**src/rtl/page_load_sequencer.sv**
```systemverilog
module page_load_sequencer #(
  parameter int ADDR_W      = 13,
  parameter int DATA_W      = 8,
  parameter int OFFS_W      = 6,
  parameter int LOAD_CYCLES = 16,
  parameter int PROG_CYCLES = 80
) (
  input  logic              clk,
  input  logic              rst_n,
  input  logic              ce_n,
  input  logic              oe_n,
  input  logic              we_n,
  input  logic [ADDR_W-1:0] addr,
  input  logic [DATA_W-1:0] wdata,
  output logic              busy,
  output logic              loading,
  output logic              page_reject,
  output logic              commit_we,
  output logic [ADDR_W-1:0] commit_addr,
  output logic [DATA_W-1:0] commit_data
);
  localparam int PAGE_BYTES = 1 << OFFS_W;
  localparam int PAGE_W     = ADDR_W - OFFS_W;
  localparam int LT_W       = $clog2(LOAD_CYCLES + 1);
  localparam int PC_W       = $clog2(PROG_CYCLES + 1);
  localparam logic [LT_W-1:0] LT_LAST  = LT_W'(LOAD_CYCLES - 1);
  localparam logic [PC_W-1:0] PC_LAST  = PC_W'(PROG_CYCLES - 1);
  localparam logic [PC_W-1:0] SCAN_END = PC_W'(PAGE_BYTES);

  typedef enum logic [1:0] {ST_IDLE, ST_LOAD, ST_PROG} seq_state_t;

  seq_state_t              state;
  logic [PAGE_W-1:0]       page_q;
  logic [PAGE_BYTES-1:0]   valid_q;
  logic [DATA_W-1:0]       page_buf [PAGE_BYTES];
  logic [LT_W-1:0]         load_t;
  logic [PC_W-1:0]         prog_t;

  wire              wr_ok     = !ce_n && !we_n && oe_n;
  wire [PAGE_W-1:0] wr_page   = addr[ADDR_W-1:OFFS_W];
  wire [OFFS_W-1:0] wr_slot   = addr[OFFS_W-1:0];
  wire              same_page = (wr_page == page_q);
  wire              take      = wr_ok && ((state == ST_IDLE) || ((state == ST_LOAD) && same_page));
  wire              drop      = wr_ok && (state == ST_LOAD) && !same_page;
  wire              expire    = (state == ST_LOAD) && !take && (load_t == LT_LAST);
  wire              prog_done = (state == ST_PROG) && (prog_t == PC_LAST);
  wire [OFFS_W-1:0] scan_slot = prog_t[OFFS_W-1:0];

  assign busy        = (state == ST_PROG);
  assign loading     = (state == ST_LOAD);
  assign commit_we   = busy && (prog_t < SCAN_END) && valid_q[scan_slot];
  assign commit_addr = {page_q, scan_slot};
  assign commit_data = page_buf[scan_slot];

  always_ff @(posedge clk) begin
    if (!rst_n) begin
      state       <= ST_IDLE;
      page_q      <= '0;
      valid_q     <= '0;
      load_t      <= '0;
      prog_t      <= '0;
      page_reject <= 1'b0;
    end else begin
      page_reject <= drop;
      case (state)
        ST_IDLE: if (take) begin
          state            <= ST_LOAD;
          page_q           <= wr_page;
          valid_q[wr_slot] <= 1'b1;
          load_t           <= '0;
        end
        ST_LOAD: begin
          if (take) begin
            valid_q[wr_slot] <= 1'b1;
            load_t           <= '0;
          end else if (expire) begin
            state  <= ST_PROG;
            prog_t <= '0;
          end else begin
            load_t <= load_t + LT_W'(1);
          end
        end
        ST_PROG: begin
          if (prog_done) begin
            state   <= ST_IDLE;
            valid_q <= '0;
          end else begin
            prog_t <= prog_t + PC_W'(1);
          end
        end
        default: state <= ST_IDLE;
      endcase
    end
  end

  always_ff @(posedge clk) begin
    if (take) page_buf[wr_slot] <= wdata;
  end

  logic [PC_W-1:0] chk_busy_len;
  logic [LT_W-1:0] chk_quiet;

  always_ff @(posedge clk) begin
    if (!rst_n) begin
      chk_busy_len <= '0;
      chk_quiet    <= '0;
    end else begin
      chk_busy_len <= busy ? chk_busy_len + PC_W'(1) : '0;
      chk_quiet    <= (loading && !(wr_ok && same_page)) ? chk_quiet + LT_W'(1) : '0;
    end
  end

  AST_PROG_LENGTH: assert property (@(posedge clk) disable iff (!rst_n)
    $fell(busy) |-> (chk_busy_len == PC_W'(PROG_CYCLES)));
  AST_LOAD_WINDOW: assert property (@(posedge clk) disable iff (!rst_n)
    loading |-> (chk_quiet < LT_W'(LOAD_CYCLES)));
  AST_BUSY_AFTER_LOAD: assert property (@(posedge clk) disable iff (!rst_n)
    $rose(busy) |-> $past(loading));
  AST_COMMIT_ONE_PAGE: assert property (@(posedge clk) disable iff (!rst_n)
    (commit_we && $past(commit_we)) |-> (commit_addr[ADDR_W-1:OFFS_W] == $past(commit_addr[ADDR_W-1:OFFS_W])));
  AST_REJECT_IN_LOAD: assert property (@(posedge clk) disable iff (!rst_n)
    page_reject |-> $past(loading));
  AST_NO_REJECT_BUSY: assert property (@(posedge clk) disable iff (!rst_n)
    $past(busy) |-> !page_reject);
  AST_IDLE_AFTER_PROG: assert property (@(posedge clk) disable iff (!rst_n)
    $fell(busy) |-> !loading);
endmodule

```
**config.mk**
```make
export PLATFORM = sky130hd
export DESIGN_NAME = page_load_sequencer
export DESIGN_NICKNAME = d
export VERILOG_FILES = /design/src/rtl/page_load_sequencer.sv
export SDC_FILE = /design/constraint.sdc
export NUM_CORES = 1
export LEC_CHECK = 0
export CORE_MARGIN = 5
export CORE_UTILIZATION = 66
export DETAILED_ROUTE_END_ITERATION = 6
export DONT_BUFFER_PORTS = 1
export PLACE_DENSITY = 0.89
export SLEW_MARGIN = 20
export SYNTH_ARGS = -nofsm -noshare
export SYNTH_HDL_FRONTEND = slang
export SYNTH_SLANG_ARGS = --single-unit
```
**constraint.sdc**
```tcl
create_clock -name clk -period 5.5 [get_ports clk]
set_input_delay 0.275 -clock clk [delete_from_list [all_inputs] [get_ports clk]]
set_output_delay 0.275 -clock clk [all_outputs]
set_load 0.05 [all_outputs]
```
# Word-level counts from Yosys, hierarchy flattened
# Memory sizes are Yosys's and may differ from the RTL's. A register that Yosys moved wholly into a read port is not among the register bits.
# Index checks and enable logic that the tools add are counted.
[classes] addsub=2 magnitude_cmp=4 n_eq_ne=12 mux=24 n_bitwise=1 n_reduce_logical=27
[ops] cell="$mux 64" n=2
[ops] cell="$pmux 64 s2" n=1
[ops] cell="$or 64x64->64" n=1
[ops] cell="$mux 7" n=3
[ops] cell="$mux 5" n=3
[ops] cell="$lt 6x7->1 const B" n=2
[ops] cell="$pmux 7 s2" n=1
[ops] cell="$logic_and 1x1->1" n=12
[ops] cell="$mux 6" n=2
[ops] cell="$pmux 5 s2" n=1
[ops] cell="$mux 2" n=4
[ops] cell="$reduce_and 4->1" n=2
[ops] cell="$add 7x1->7 const B" n=1
[ops] cell="$eq 7x7->1" n=1
[ops] cell="$eq 7x7->1 const B" n=1
[ops] cell="$lt 7x7->1 const B" n=1
[ops] cell="$bmux 1 s6" n=1
[ops] cell="$demux 1 s6" n=1
[ops] cell="$ge 6x1->1 const B" n=1
[ops] cell="$ne 2x1->1 const B" n=3
[ops] cell="$ne 2x2->1 const B" n=3
[ops] cell="$pmux 2 s3" n=1
[ops] cell="$reduce_and 3->1" n=2
[ops] cell="$reduce_bool 2->1" n=3
[ops] cell="11 further kinds" n=17
[totals] reg_bits=86 ram_bits=512 memories=1
[mem_list] memory="page_buf" depth=64 width=8 rd=1 rd_clocked_by_memory_dff=1 write_ports=1 line="35" text="logic [DATA_W-1:0] page_buf [PAGE_BYTES];"

# Logic depth before layout (Yosys ltp)
# Gate-level depths: netlist of run 1.
[depth] ltp_word=12 depth_mapped=9

# Worst setup path before layout of run 1
# No wires, ideal clock.
[synth_timing] kind="flip-flop to output port" from="reg with a tool-made name" to="out commit_data[5]" arrival_ns=2.459 t_required_ns=5.225 setup_slack_ns=2.766 stages_incl_launch_ff=8 path_buffers=3 path_cell_list="dfxtp_1 -> buf_4 -> buf_4 -> buf_2 -> mux2i_1 -> a22oi_1 -> o21ai_0 -> o31ai_1"
[synth_rtl] item="end, declared" line="20" text="output logic [DATA_W-1:0] commit_data"

==> impl_metrics.ini, run 1 <==
[outcome]
status = finished clean

[floorplanning]
floorplan.initialDensity = 0.670
fp.dieW_um = 200
die-area_um2 = 40100
core_region_area_um2 = 35700
row_count = 69
io_pins = 51
die_h_um = 200

[clock_network]
hold_bufs_at_cts = 19
clock_latency_ns = 0.62
ctsLongestPathBuffers = 3
clock_root_buffer = clkbuf_16
clk_pin_slew_worst_paths_ns = 0.07
tritoncts_clock_tree = done
cts.repair.resized = 0
clkSinkCount = 604
h_tree_lvl_count = 2
cts-buffers-inserted = 55
postCtsSetupBuffers = 0

[routing]
drt_pre_antenna_iters = 7
final_antenna_net_count = 0
wire_per_inst_um = 33.7
routed_via_density = 7.48
detailroute.via_count = 14004
wire_length_reported_by_the_detailed_router_um = 63100
drc = 0
drt_first_iter_violations = 2751

[job]
drv.max_cap_violation_count = 0

[critical_path]
crit_path_top_delay_cell = o31ai_2
worstReg2RegStart = page_q[1]
critPathMaxFanout = 66
setup.worst_path.start_class = register
worst-path-buf-inv = 2
r2r-end = page_buf[55][6]
cell_chain_of_the_critical_path = buf_12 -> inv_1 -> nand2_1 -> o22ai_1 -> o31ai_2
timing.reg2reg.setup_slack_ns = 1.65
crit_family = compound AO/OA/AOI/OAI gates
reg2reg_depth = 7
cp_slowest_stage_delay_ns = 0.93
critical_path_required_ns = 5.22
endpoint_kind = output port
cp_data_arrival_time_ns = 3.82
criticalPathCategory = register to output port

[yosys]
synth_xor_xnor_area_share = 0.00440
ys_types = 59
syn_avg_cell_area_um2 = 17.4
count_of_flip_flops_with_a_built_in_enable_after_synthesis = 512
synth_simple_gate_area_frac = 0.0624
synth_area_um2 = 23900
async_reset_ff_frac = 0
share_of_the_synthesized_area_in_compound_gates_ao_oa_aoi_oai = 0.0402
synth_seq_area_share = 0.720
postSynthNetCount = 1400
yosys.area_share.adder = 0.00157
yosys_most_used_dff = edfxtp_1
ys_ff_latch = 604
synth_top_family_by_area = multiplexers
netlist_instances = 1371
synth_warnings = 0
synthMuxAreaShare = 0.148

[timing]
tns_ns = 0
hold_viol = 0
worst_slack_ns = 1.40
layout_worst_path_cycle_share = 0.745
maxSlewHeadroom = 0.199
max_slew_violations = 0
worst_clock_skew_ns = 0.0362
max_freq_ghz = 0.244
grt_setup_unrepaired = no
finalWorstPathRequiredPeriod_ns = 4.10
max_slew.worst_pin.slew_ns = 1.19
finalSetupViolations = 0

[finish]
fill_cell_total_of_the_finished_layout = 1862
post_route_cells_drive_above_1_share = 0.215
finalNetCount = 1395
antennaDiodeCount = 0
syn2layout_area_growth_pct = 10.7

[global_routing]
grt_antenna_before_repair = 0
wire_length_of_the_first_global_routing_pass_um = 91500
grt_pass1_vias = 13720
gr-usage-met1 = 0.412
globalRoute.busiestLayer = met2
use_met3 = 0.0889
grt_remaining_overflow = 0
grt_util_all_layers = 0.309
grt_start_max_net_pins = 73
met2_usage = 0.473

[worst_hold_path]
timing.hold.worst.start = we_n
min_path_type = input pin to register
hold_path_depth = 3
worst_hold_path.endpoint = page_reject

[power]
power.static_leakage_nw = 7.95
design_power_total_mw = 8.86
cellPowerDensity_nw_per_um2 = 335
max_vdd_drop_mv = 0.238

[placed_design]
pre_cts_ws_ns = 1.56
buffer_ports.inserted = 0
dp_hpwl_um = 32900
routabilityCongestion = 0.925
[registers in the layout, indices dropped and copies added, names as in the netlist, named ones only]
name         flops
load_t           5
page_buf       512
page_q           7
page_reject      1
prog_t           7
state            2
valid_q         64
[per-stage QoR]
step | cell area (um^2) | utilization | hold slack (ns) | std cells
floorplan | 23900 | - | 0.374 | 1371
global placement | 24100 | 0.676 | 0.379 | 1750
detailed placement | 24100 | 0.677 | 0.378 | 1750
CTS | 26200 | 0.734 | 0.0153 | 1872
global route | 26400 | 0.742 | 0.0586 | 1873
finish | 26400 | 0.742 | 0.0426 | 1873
[power by group]
group	switching, mW	internal (mW)	total (mW)
Combinational	0.149	0.0391	0.188
Clock	1.67	2.03	3.70
Sequential	0.0114	4.96	4.97
Total	1.83	7.03	8.86
[cell usage after synthesis, types with 3 or more instances]
cell type	instances	area share
buf_1	4	0.00063
nand3b_1	11	0.0035
a31oi_1	5	0.0013
nor2b_1	7	0.0018
edfxtp_1	512	0.64
nand2_1	106	0.017
or3b_2	4	0.0015
inv_1	5	0.00079
nor2_1	34	0.0053
o22ai_1	26	0.0068
o21ai_1	14	0.0029
a21oi_1	7	0.0015
mux2i_1	62	0.026
and2_1	3	0.00079
o211ai_1	3	0.00094
ha_1	3	0.0016
or2_2	3	0.00079
xnor2_1	7	0.0026
buf_2	31	0.0065
buf_6	4	0.0019
or3_1	5	0.0013
dfxtp_1	92	0.077
a211oi_1	4	0.0013
nand4_1	10	0.0026
o21ai_0	64	0.013
nand3_1	19	0.0040
nand2b_1	7	0.0018
mux4_2	128	0.12
buf_4	16	0.0050
nor3_1	68	0.014
nor4_1	4	0.0010
and3_1	4	0.0010
nand4b_1	8	0.0029
a22oi_1	13	0.0041
clkbuf_1	36	0.0057
xor2_1	5	0.0018
[worst min-delay path, delay by kind of cell]
kind,cells,cell delay (ns)
and+or+nand+nor,3,0.31
[worst max path at each step]
| stage | start | end | cells after the start |
|---|---|---|---|
| after floorplan | register | commit_data[5] | 7 |
| after global placement | page_q[0] | page_buf[42][0] | 7 |
| after detailed placement | page_q[1] | page_buf[40][3] | 7 |
| after CTS | register | commit_data[7] | 5 |
| after global routing | register | commit_data[7] | 5 |
| final | register | commit_data[7] | 5 |
[cell families (layout without fill, tap and decap cells)]
kind of cell    count (synthesis)  after routing
simple gates                  302            302
buf+inv                        99            140
compound gates                158            158
mux                           193            193
xor+xnor                       12             12
flops                         604            604
fa+ha+maj                       3              3
[routing by layer]
layer,vias up,share of wire
met5,-,0
met4,0,0.066
met3,293,0.14
met2,1328,0.46
met1,6917,0.34
li1,5466,-
[cell usage in the layout (no fill, tap or decap), types with 10 or more instances in the layout]
cell / n
a22oi_1: 13
clkbuf_1: 17
clkbuf_16: 57
clkinv_2: 14
dfxtp_1: 89
dlygate4sd3_1: 11
edfxtp_1: 512
mux2i_1: 62
mux4_2: 128
nand2_1: 105
nand3_1: 19
nand3b_1: 11
nand4_1: 10
nor2_1: 34
nor3_1: 16
nor3_2: 53
o21ai_0: 64
o21ai_1: 14
o22ai_1: 26
[layout make-up]
| type | count | area [um^2] | area share |
|---|---|---|---|
| multi-input cells | 668 | 6430 | 0.243 |
| flip-flops and latches | 604 | 17200 | 0.651 |
| repair buffers | 32 | 485 | 0.0184 |
| well taps | 461 | 577 | 0.0218 |
| clock inverters | 23 | 148 | 0.00558 |
| clock buffers | 80 | 1570 | 0.0592 |
| inverters | 5 | 18.8 | 0.000710 |
Power figures use the tool's default switching activity.
==> run 2: changes to the inputs <==
--- a/config.mk
+++ b/config.mk
@@ -5,11 +5,12 @@
 export SDC_FILE = /design/constraint.sdc
 export NUM_CORES = 1
 export LEC_CHECK = 0
+export ABC_AREA = 1
 export CORE_MARGIN = 5
-export CORE_UTILIZATION = 66
+export CORE_UTILIZATION = 57
 export DETAILED_ROUTE_END_ITERATION = 6
 export DONT_BUFFER_PORTS = 1
-export PLACE_DENSITY = 0.89
+export PLACE_DENSITY = 0.82
 export SLEW_MARGIN = 20
 export SYNTH_ARGS = -nofsm -noshare
 export SYNTH_HDL_FRONTEND = slang
==> constraint.sdc (replaced) <==
create_clock -name clk -period 3.43 [get_ports clk]
set_input_delay 0.1715 -clock clk [delete_from_list [all_inputs] [get_ports clk]]
set_output_delay 0.1715 -clock clk [all_outputs]
set_load 0.05 [all_outputs]
==> run 2 against run 1 <==
Flip-flop and latch count unchanged. Global-route usage decreased by 4.6 points. Utilization decreased by 11 points. Die area increased by 24%. Via count increased by 33%. Synthesized cell count increased by 82%. Area after synthesis increased by 7.9%. Critical path type unchanged. Highest routed layer is now met5.
==> impl_metrics.ini, run 2 <==
[placed_design]
dp_hpwl_um = 38500
pre_cts_ws_ns = 0.804
buffer_ports.inserted = 0
routabilityCongestion = 0.930

[critical_path]
endpoint_kind = output port
critPathMaxFanout = 84
worstReg2RegStart = page_q[0]
setup.worst_path.start_class = register
timing.reg2reg.setup_slack_ns = 0.46
r2r-end = page_buf[1][3]
criticalPathCategory = register to output port
reg2reg_depth = 7
cp_data_arrival_time_ns = 2.98
critical_path_required_ns = 3.26

[clock_network]
cts-buffers-inserted = 59
clk_pin_slew_worst_paths_ns = 0.06
postCtsSetupBuffers = 0
clock_root_buffer = clkbuf_16
clock_latency_ns = 0.62
tritoncts_clock_tree = done
ctsLongestPathBuffers = 3
clkSinkCount = 604
h_tree_lvl_count = 2

[finish]
layout.cells.most_common_list = nand2_1, edfxtp_1, nand3_1
antennaDiodeCount = 0
top_register = page_buf
layout_top_registers = page_buf x512, valid_q x64
syn2layout_area_growth_pct = 10.9
layout_commonest_cell = nand2_1
finalNetCount = 2498
post_route_cells_drive_above_1_share = 0.0891
largest_register_ffs = 512

[floorplanning]
die_h_um = 223
core_region_area_um2 = 45100
io_pins = 51
floorplan.initialDensity = 0.572
fp.dieW_um = 223
die-area_um2 = 49600
row_count = 78

[routing]
drt_first_iter_violations = 2527
drt_pre_antenna_iters = 7
routed_via_density = 5.96
wire_per_inst_um = 21.3
drc = 0
final_antenna_net_count = 0
detailroute.via_count = 18558
wire_length_reported_by_the_detailed_router_um = 66300

[power]
power.static_leakage_nw = 10.1
pwr-share-seq = 0.526
p_comb_frac = 0.072
switchingPower_mw = 3.51
intPower_mw = 11.7
netSwitchingFraction = 0.231
max_vdd_drop_mv = 0.396
pwr-share-clk = 0.401
cellPowerDensity_nw_per_um2 = 532

[timing]
max_slew.worst_pin.slew_ns = 1.18
layout_worst_path_cycle_share = 0.917
worst_clock_skew_ns = 0.0212
grt_setup_unrepaired = no
worst_slack_ns = 0.283
hold_viol = 0
maxSlewHeadroom = 0.215
finalSetupViolations = 0
max_freq_ghz = 0.318
max_slew_violations = 0
tns_ns = 0
finalWorstPathRequiredPeriod_ns = 3.15
hold_slack_ns = 0.275

[yosys]
synth_warnings = 0
post-synth-top-count-cell = nand2_1
syn_avg_cell_area_um2 = 10.4
synth_area_um2 = 25800
synth_seq_area_share = 0.667
synth.cells.most_frequent = nand2_1, edfxtp_1, nand3_1, nor2_1, inv_1
post_synth_main_area_contributors = edfxtp_1, nand2_1, nand3_1, dfxtp_1, nor3_2
netlist_instances = 2492
count_of_flip_flops_with_a_built_in_enable_after_synthesis = 512
async_reset_ff_frac = 0
postSynthNetCount = 2521
yosys_most_used_dff = edfxtp_1
yosys.area.top_type_share = 0.596
synth.largest_area_cell = edfxtp_1
ys_ff_latch = 604
ys_types = 29

[worst_hold_path]
min_path_type = input pin to register
timing.hold.worst.start = addr[8]
worst_hold_path.endpoint = prog_t[6]
hold_path_depth = 7

[global_routing]
grt_antenna_before_repair = 1
wire_length_of_the_first_global_routing_pass_um = 103000
grt_pass1_vias = 18304
grt_remaining_overflow = 0
grt_start_max_net_pins = 117
grt_util_all_layers = 0.262

[job]
drv.max_cap_violation_count = 0

[outcome]
status = finished clean
[run 2: worst max-delay path, cell delays in order (launching register included)]
cell,delay (ns)
dfxtp_4,0.48
inv_8,0.41
buf_12,0.31
nand2_1,0.11
nand3_1,0.09
nand3_1,0.14
nand2_1,0.12
nand2_1,0.05
nand3_1,0.07
nand3_1,0.22
nand2_1,0.20
buf_12,0.15
[run 2: how the worst max path moves through the flow]
stage,startpoint,endpoint,cells after the start
floorplan,page_q[3],page_buf[0][0],8
global placement,register,commit_data[5],11
detailed placement,state[0],page_buf[0][3],3
CTS,register,commit_data[1],10
global route,register,commit_data[7],12
finish,register,commit_data[4],11
[run 2: layout make-up]
cell class | instances | area, um^2
Timing Repair Buffer | 85 | 1060
Fill cell | 3365 | 16500
Inverter | 107 | 412
Sequential cell | 604 | 17200
Clock inverter | 29 | 240
Multi-Input combinational cell | 1612 | 7340
Tap cell | 600 | 751
Clock buffer | 77 | 1570
[run 2: what timing repair did]
| item | 4_1_cts | 5_1_grt |
|---|---|---|
| hold buffers | 29 | 0 |
| gates resized for setup | 0 | 2 |
| endpoints found under the hold margin | 554 | 0 |
| setup endpoints to repair | 0 | 8 |
[run 2: kinds of logic after synthesis]
kind of cell               synth area share
and+or+nand+nor                       0.259
DFF                                   0.667
buffers and inverters                0.0485
AOI/OAI and AO/OA                    0.0207
xor gates and xnor gates            0.00340
adders and majority gates           0.00146
[run 2: per-layer routing]
layer	vias to the layer above	track usage	part of all wire
met3	141	0.0548	0.096
met5	-	0	0.00027
met1	8912	0.355	0.39
met2	1048	0.434	0.49
met4	2	0.0785	0.027
li1	8455	-	-
[run 2: power groups by stage]
stage / clock network (mW) / logic, mW / registers [mW]
2_1_floorplan: 0 / 0.662 / 8.16
3_3_place_gp: 0 / 0.891 / 8.16
3_5_place_dp: 0 / 0.909 / 8.16
4_1_cts: 6.15 / 1.09 / 8.01
5_1_grt: 6.48 / 1.20 / 8.01
6_report: 6.11 / 1.10 / 8.01
[run 2: stage by stage]
| stage | instances | utilization | area, um^2 | power, mW |
|---|---|---|---|---|
| 2_1_floorplan | 2492 | - | 25800 | 8.82 |
| 6_report | 3114 | 0.634 | 28600 | 15.2 |
| 5_1_grt | 3114 | 0.634 | 28600 | 15.7 |
| 4_1_cts | 3114 | 0.634 | 28600 | 15.2 |
| 3_3_place_gp | 2979 | 0.584 | 26300 | 9.05 |
| 3_5_place_dp | 2979 | 0.584 | 26300 | 9.07 |
